### src/rtl/lvt_pkg.sv
package lvt_pkg;
  // width of a stored write-port number; at least one bit
  function automatic int idx_width(input int num_ports);
    return (num_ports > 1) ? $clog2(num_ports) : 1;
  endfunction
endpackage

### src/rtl/lvt_wr_resolve.sv
// Per-entry write decode: for each address, find whether any enabled
// port names it and which is the highest such port.
module lvt_wr_resolve #(
  parameter int NUM_WR = 4,
  parameter int ADDR_W = 5,
  parameter int IDX_W  = 2,
  parameter int DEPTH  = 32
) (
  input  logic [NUM_WR-1:0]        wr_en,
  input  logic [NUM_WR*ADDR_W-1:0] wr_addr,
  output logic [DEPTH-1:0]         upd_en,
  output logic [DEPTH*IDX_W-1:0]   upd_idx
);
  for (genvar e = 0; e < DEPTH; e++) begin : g_entry
    logic             hit;
    logic [IDX_W-1:0] win;
    always_comb begin
      hit = 1'b0;
      win = '0;
      // ascending scan: a later (higher) port overrides an earlier one
      for (int k = 0; k < NUM_WR; k++) begin
        if (wr_en[k] && (wr_addr[k*ADDR_W +: ADDR_W] == ADDR_W'(e))) begin
          hit = 1'b1;
          win = IDX_W'(k);
        end
      end
    end
    assign upd_en[e]                 = hit;
    assign upd_idx[e*IDX_W +: IDX_W] = win;
  end
endmodule

### src/rtl/lvt_store.sv
// Register array holding one write-port number per address.
module lvt_store #(
  parameter int IDX_W = 2,
  parameter int DEPTH = 32
) (
  input  logic                   clk,
  input  logic                   rst,
  input  logic [DEPTH-1:0]       upd_en,
  input  logic [DEPTH*IDX_W-1:0] upd_idx,
  output logic [DEPTH*IDX_W-1:0] tbl
);
  for (genvar e = 0; e < DEPTH; e++) begin : g_cell
    logic [IDX_W-1:0] cell_q;
    always_ff @(posedge clk) begin
      if (rst)            cell_q <= '0;
      else if (upd_en[e]) cell_q <= upd_idx[e*IDX_W +: IDX_W];
    end
    assign tbl[e*IDX_W +: IDX_W] = cell_q;
  end
endmodule

### src/rtl/lvt_rd_port.sv
// One read port: selects an entry and registers it.  The table value
// seen here is the one before this edge's writes.
module lvt_rd_port #(
  parameter int ADDR_W = 5,
  parameter int IDX_W  = 2,
  parameter int DEPTH  = 32
) (
  input  logic                   clk,
  input  logic                   rst,
  input  logic [DEPTH*IDX_W-1:0] tbl,
  input  logic [ADDR_W-1:0]      rd_addr,
  output logic [IDX_W-1:0]       rd_sel
);
  logic [IDX_W-1:0] pick;
  always_comb pick = tbl[rd_addr*IDX_W +: IDX_W];

  always_ff @(posedge clk) begin
    if (rst) rd_sel <= '0;
    else     rd_sel <= pick;
  end
endmodule

### src/rtl/lvt_table.sv
module lvt_table #(
  parameter int NUM_WR = 4,
  parameter int NUM_RD = 3,
  parameter int ADDR_W = 5,
  localparam int IDX_W = lvt_pkg::idx_width(NUM_WR),
  localparam int DEPTH = 1 << ADDR_W
) (
  input  logic                     clk,
  input  logic                     rst,
  input  logic [NUM_WR-1:0]        wr_en,
  input  logic [NUM_WR*ADDR_W-1:0] wr_addr,
  input  logic [NUM_RD*ADDR_W-1:0] rd_addr,
  output logic [NUM_RD*IDX_W-1:0]  rd_sel
);
  logic [DEPTH-1:0]       upd_en;
  logic [DEPTH*IDX_W-1:0] upd_idx;
  logic [DEPTH*IDX_W-1:0] tbl_flat;

  lvt_wr_resolve #(
    .NUM_WR(NUM_WR), .ADDR_W(ADDR_W), .IDX_W(IDX_W), .DEPTH(DEPTH)
  ) u_resolve (
    .wr_en(wr_en), .wr_addr(wr_addr), .upd_en(upd_en), .upd_idx(upd_idx)
  );

  lvt_store #(
    .IDX_W(IDX_W), .DEPTH(DEPTH)
  ) u_store (
    .clk(clk), .rst(rst), .upd_en(upd_en), .upd_idx(upd_idx), .tbl(tbl_flat)
  );

  for (genvar r = 0; r < NUM_RD; r++) begin : g_rd
    lvt_rd_port #(
      .ADDR_W(ADDR_W), .IDX_W(IDX_W), .DEPTH(DEPTH)
    ) u_rd (
      .clk(clk), .rst(rst), .tbl(tbl_flat),
      .rd_addr(rd_addr[r*ADDR_W +: ADDR_W]),
      .rd_sel(rd_sel[r*IDX_W +: IDX_W])
    );
  end
endmodule

### config.mk
export PLATFORM = sky130hd
export DESIGN_NAME = lvt_table
export DESIGN_NICKNAME = d
export VERILOG_FILES = /design/src/rtl/lvt_pkg.sv /design/src/rtl/lvt_wr_resolve.sv /design/src/rtl/lvt_store.sv /design/src/rtl/lvt_rd_port.sv /design/src/rtl/lvt_table.sv
export SDC_FILE = /design/constraint.sdc
export NUM_CORES = 1
export LEC_CHECK = 0
export BUFFER_PORTS_ARGS = -buffer_cell sky130_fd_sc_hd__buf_2
export CAP_MARGIN = 30
export CELL_PAD_IN_SITES_DETAIL_PLACEMENT = 1
export CELL_PAD_IN_SITES_GLOBAL_PLACEMENT = 1
export CORE_ASPECT_RATIO = 1.1
export CORE_MARGIN = 5
export CORE_UTILIZATION = 46
export DETAILED_ROUTE_END_ITERATION = 16
export GPL_TIMING_DRIVEN = 0
export PLACE_DENSITY = 0.81
export SYNTH_ARGS = -nofsm -noshare
export SYNTH_HDL_FRONTEND = slang
export SYNTH_SLANG_ARGS = --single-unit
### constraint.sdc
create_clock -name clk -period 1.9 [get_ports clk]
set_input_delay 0.095 -clock clk [delete_from_list [all_inputs] [get_ports clk]]
set_output_delay 0.095 -clock clk [all_outputs]
set_load 0.05 [all_outputs]
# After elaboration in Yosys (flattened, before gate mapping)
# Cells that the tools add are included.
# totals
reg_bits,70
inputBits,41
out_inout_bits,6
word_cells,518
# classes
n_eq_ne,124
shift,3
muxes,224
reduce_logical,132
# ops
operator,count
$eq 5x5->1 const B,64
$shiftx 64x7->2,3
$eq 5x4->1 const B,32
$mux 1,160
$logic_and 1x1->1,128
$mux 2,64
$eq 5x3->1 const B,16
$eq 5x2->1 const B,8
$eq 5x1->1 const B,4
$logic_not 5->1,4

# Longest topological paths before layout
# depth
depth_word,6
depth_mapped,7
depth_no_buf,5

# By module
# From an unflattened synthesis, not the netlist that was laid out.
# unflattened
hier_cells,688
area_unflattened_um2,5967.0
# modules_own_cells
module,instances,cells_each,area_each_um2,seq_area_each_um2
lvt_store,1,199,2240.9,1281.2
lvt_wr_resolve,1,339,1886.8,0.0
lvt_rd_port,3,50,613.1,40.0

# Least setup slack after synthesis
# Ideal clock, no wire load.
# synth_path
path_type,register -> register
startpoint,register u_store.g_cell[7].cell_q[1]
endpoint,register g_rd[0].u_rd.rd_sel[1]
setup_time_ns,0.133
t_arrival_ns,1.295
required_time_ns,1.767
setup_slack_ns,0.471
stages_incl_launch_ff,5
n_path_buf,0
synth_period_minus_slack_ns,1.429
cell_sequence,dfxtp_1 > mux4_2 > mux2_2 > a211oi_2 > nor4b_1
# synth_between
elab_chain_len,1
# synth_rtl
item,line_no,text
start: declaration,lvt_store.sv:13,logic [IDX_W-1:0] cell_q;
start signal: assignment,lvt_store.sv:16,else if (upd_en[e]) cell_q <= upd_idx[e*IDX_W +: IDX_W];
$shiftx 64x7->2,lvt_rd_port.sv:15,always_comb pick = tbl[rd_addr*IDX_W +: IDX_W];
end signal: assignment,lvt_rd_port.sv:19,else rd_sel <= pick;
end: declaration,lvt_rd_port.sv:12,output logic [IDX_W-1:0] rd_sel
# No other way between the ends.
# A chain may end at the register's enable or synchronous reset.

# Final worst setup path
# layout_path
startpoint,register u_store.g_cell[12].cell_q[0]
endpoint,register g_rd[2].u_rd.rd_sel[0]
# layout_between
elab_chain_len,1
# layout_rtl
item,line_no
start: declaration,lvt_store.sv:13
start signal: assignment,lvt_store.sv:16
$shiftx 64x7->2,lvt_rd_port.sv:15
end signal: assignment,lvt_rd_port.sv:19
end: declaration,lvt_rd_port.sv:12
# No other way between the ends.

==> flow_summary.yaml <==
setup_path:
  crit_arrival_ns: 2.06
  worst-path-max-fanout: 4
  cp_data_required_time_ns: 2.13
  start_kind: "flip-flop"
  setup.worst_path.end_class: "flip-flop"
  crit_type: "reg -> reg"
routing:
  ant_nets: 0
  firstDrtPassIters: 5
  wl_um: 20640
  via_count: 5296
  drcViolationCount: 0
  drtIter0Drc: 462
  via_per_inst: 6.816
  wire_per_inst_um: 26.57
place:
  port_buffers: 28
  dp_hpwl_um: 15650
  gp_congestion: 0.9310
  placed_area_um2: 5410
timing:
  setup_viol: 0
  fin_setup_tns_ns: 0
  fin_crit_sh_pct: 96.35
  finalMaxSlewViolations: 0
  max-slew-margin-rel_pct: 31.57
  hold_violations: 0
  rsz0062_at_grt: "no"
  hold_ws_ns: 0.1002
  clock.fmax_ghz: 0.5462
  worst_pin_slew_ns: 1.023
  period_minus_slack_ns: 1.831
  finClkSkew_ns: 0.008129
floorplan:
  core_um2: 10860
  dieHeight_um: 120.3
  rows: 40
  dieArea_um2: 13260
  die_x_um: 110.3
  initial_core_util_pct: 46.83
  boundaryPins: 47
global_routing:
  antenna_found_initial: 0
  grt_util_all_layers_pct: 31.95
  grt_pass1_vias: 5450
  grt_pass1_wl_um: 31400
  grt-ovfl-total: 0
  grt_max_degree: 13
clock_network:
  clkTransAtPathRegs_ns: 0.06
  h-tree-depth: 3
  cts_setup_buffers: 0
  cts_inserted_buffers: 9
  cts_tree: "built"
  ctsLongestPathBuffers: 2
  cts_resized: 0
  clkLatencyLatePin_ns: 0.34
  ctsHoldBuffers: 0
  cts_sinks: 70
  root_buffer: "clkbuf_16"
status:
  outcome: "completed"
logic_synthesis:
  ys_warn_count: 0
  yosysSeqAreaShare_pct: 27.55
  syn_avg_cell_area_um2: 8.679
  netlist.area_leader.share_pct: 27.55
  synthFlopType: "dfxtp_1"
  synth_edf_count: 0
  yosys.area.top_type: "dfxtp_1"
  syn_nets: 627
  syn-cell-area_um2: 5086
  ys_ff_latch: 70
  synthMostInstantiatedCell: "nand2_1"
  synth_cells: 586
  synth.distinct_cells: 49
  synthTopCellsByCount: "nand2_1 (144), dfxtp_1 (70), mux4_2 (41), nand3_1 (41), a21oi_1 (34)"
  async_flop_share_pct: 0
  yosys-top-cells-area: "dfxtp_1 (28%), mux4_2 (18%), nand2_1 (11%), mux2i_1 (4.9%), nand3_1 (4.0%)"
final_layout:
  syn_to_final_growth_pct: 12.74
  antenna-diode-count: 0
  stdcell_area_um2: 5734
  drive_above_1_share_pct: 19.37
  nets: 666
worst_hold_path:
  holdCritPathClass: "in -> reg"
power_and_ir_drop:
  p_per_area_nw_per_um2: 709.2
  irDropWorstVdd_mv: 0.4477
  p_leak_uw: 0.002053
run:
  cap_violations: 0
path summary, 6_finish.rpt:
check | start | end | slack [ns] | cells past startpoint
worst max-delay path | u_store.g_cell[12].cell_q[0] | g_rd[2].u_rd.rd_sel[0] | 0.07 | 5
worst min-delay path | rd_addr[4] | g_rd[0].u_rd.rd_sel[1] | 0.10 | 4
worst max register to register | u_store.g_cell[12].cell_q[0] | g_rd[2].u_rd.rd_sel[0] | 0.07 | 5
worst min register to register | u_store.g_cell[0].cell_q[1] | u_store.g_cell[0].cell_q[1] | 0.55 | 2
stage by stage:
stage / utilization (%) / total power (µW) / std cells / setup WS [ns]
floorplan: - / 1987 / 586 / 0.4713
global route: 52.80 / 4190 / 777 / 0.02398
detailed placement: 49.82 / 2208 / 761 / 0.1221
finish: 52.80 / 4067 / 777 / 0.06930
CTS: 52.80 / 4053 / 777 / 0.1076
global placement: 49.82 / 2186 / 761 / 0.1533
critical path, stage by stage (launching register included):
cell	delay, ns
dfxtp_1	0.37
mux4_2	0.47
nor2b_1	0.15
a211oi_1	0.45
a21oi_1	0.08
o21a_1	0.19
cell families (layout without fill, tap and decap cells):
family,after synthesis,after routing,synth area share [%]
and+or+nand+nor,271,271,25.44
muxes,74,74,26.32
buffers and inverters,46,90,4.846
AOI/OAI and AO/OA,125,125,15.84
DFF,70,70,27.55
registers in the layout, summed over array words and instances, names as in the netlist:
| name | cells |
|---|---|
| u_store.g_cell.cell_q | 64 |
| g_rd.u_rd.rd_sel | 6 |
report_power, final:
group          internal (µW)  switching [µW]  leakage, µW
logic                    235             401      0.00133
registers               1510            49.9     0.000567
clock network           1180             692     0.000154
total                   2920            1140      0.00205
area by class of cell:
cell class	instances	area, µm²
Sequential cell	70	1401
Clock inverter	6	85.08
Buffer	44	239.0
Inverter	2	7.507
Timing Repair Buffer	28	140.1
Multi-Input combinational cell	470	3438
Tap cell	147	183.9
Clock buffer	10	239.0
Fill cell	1322	5126
layout by cell type (no fill, tap or decap), types with 4 or more instances in the layout:
cell type  count
nand2_1      144
dfxtp_1       70
buf_2         45
nand3_1       41
mux4_2        41
a21oi_1       34
a31oi_1       32
mux2i_1       25
nor2_1        21
nor2b_1       19
a22o_1        18
o21ai_0       16
clkbuf_1      15
o211ai_1      12
nand2b_1      10
clkbuf_16      9
nor3_1         6
buf_4          6
or4_1          5
mux4_1         5
buf_6          4
layer usage:
metal | GRT usage (%) | vias up | routed length [µm]
li1 | - | 2286 | -
met1 | 42.57 | 2602 | 8194
met2 | 49.47 | 345 | 9415
met3 | 6.300 | 63 | 2105
met4 | 15.24 | 0 | 927
met5 | 0 | - | 0
Note: power is estimated with default switching activity, not from simulation.
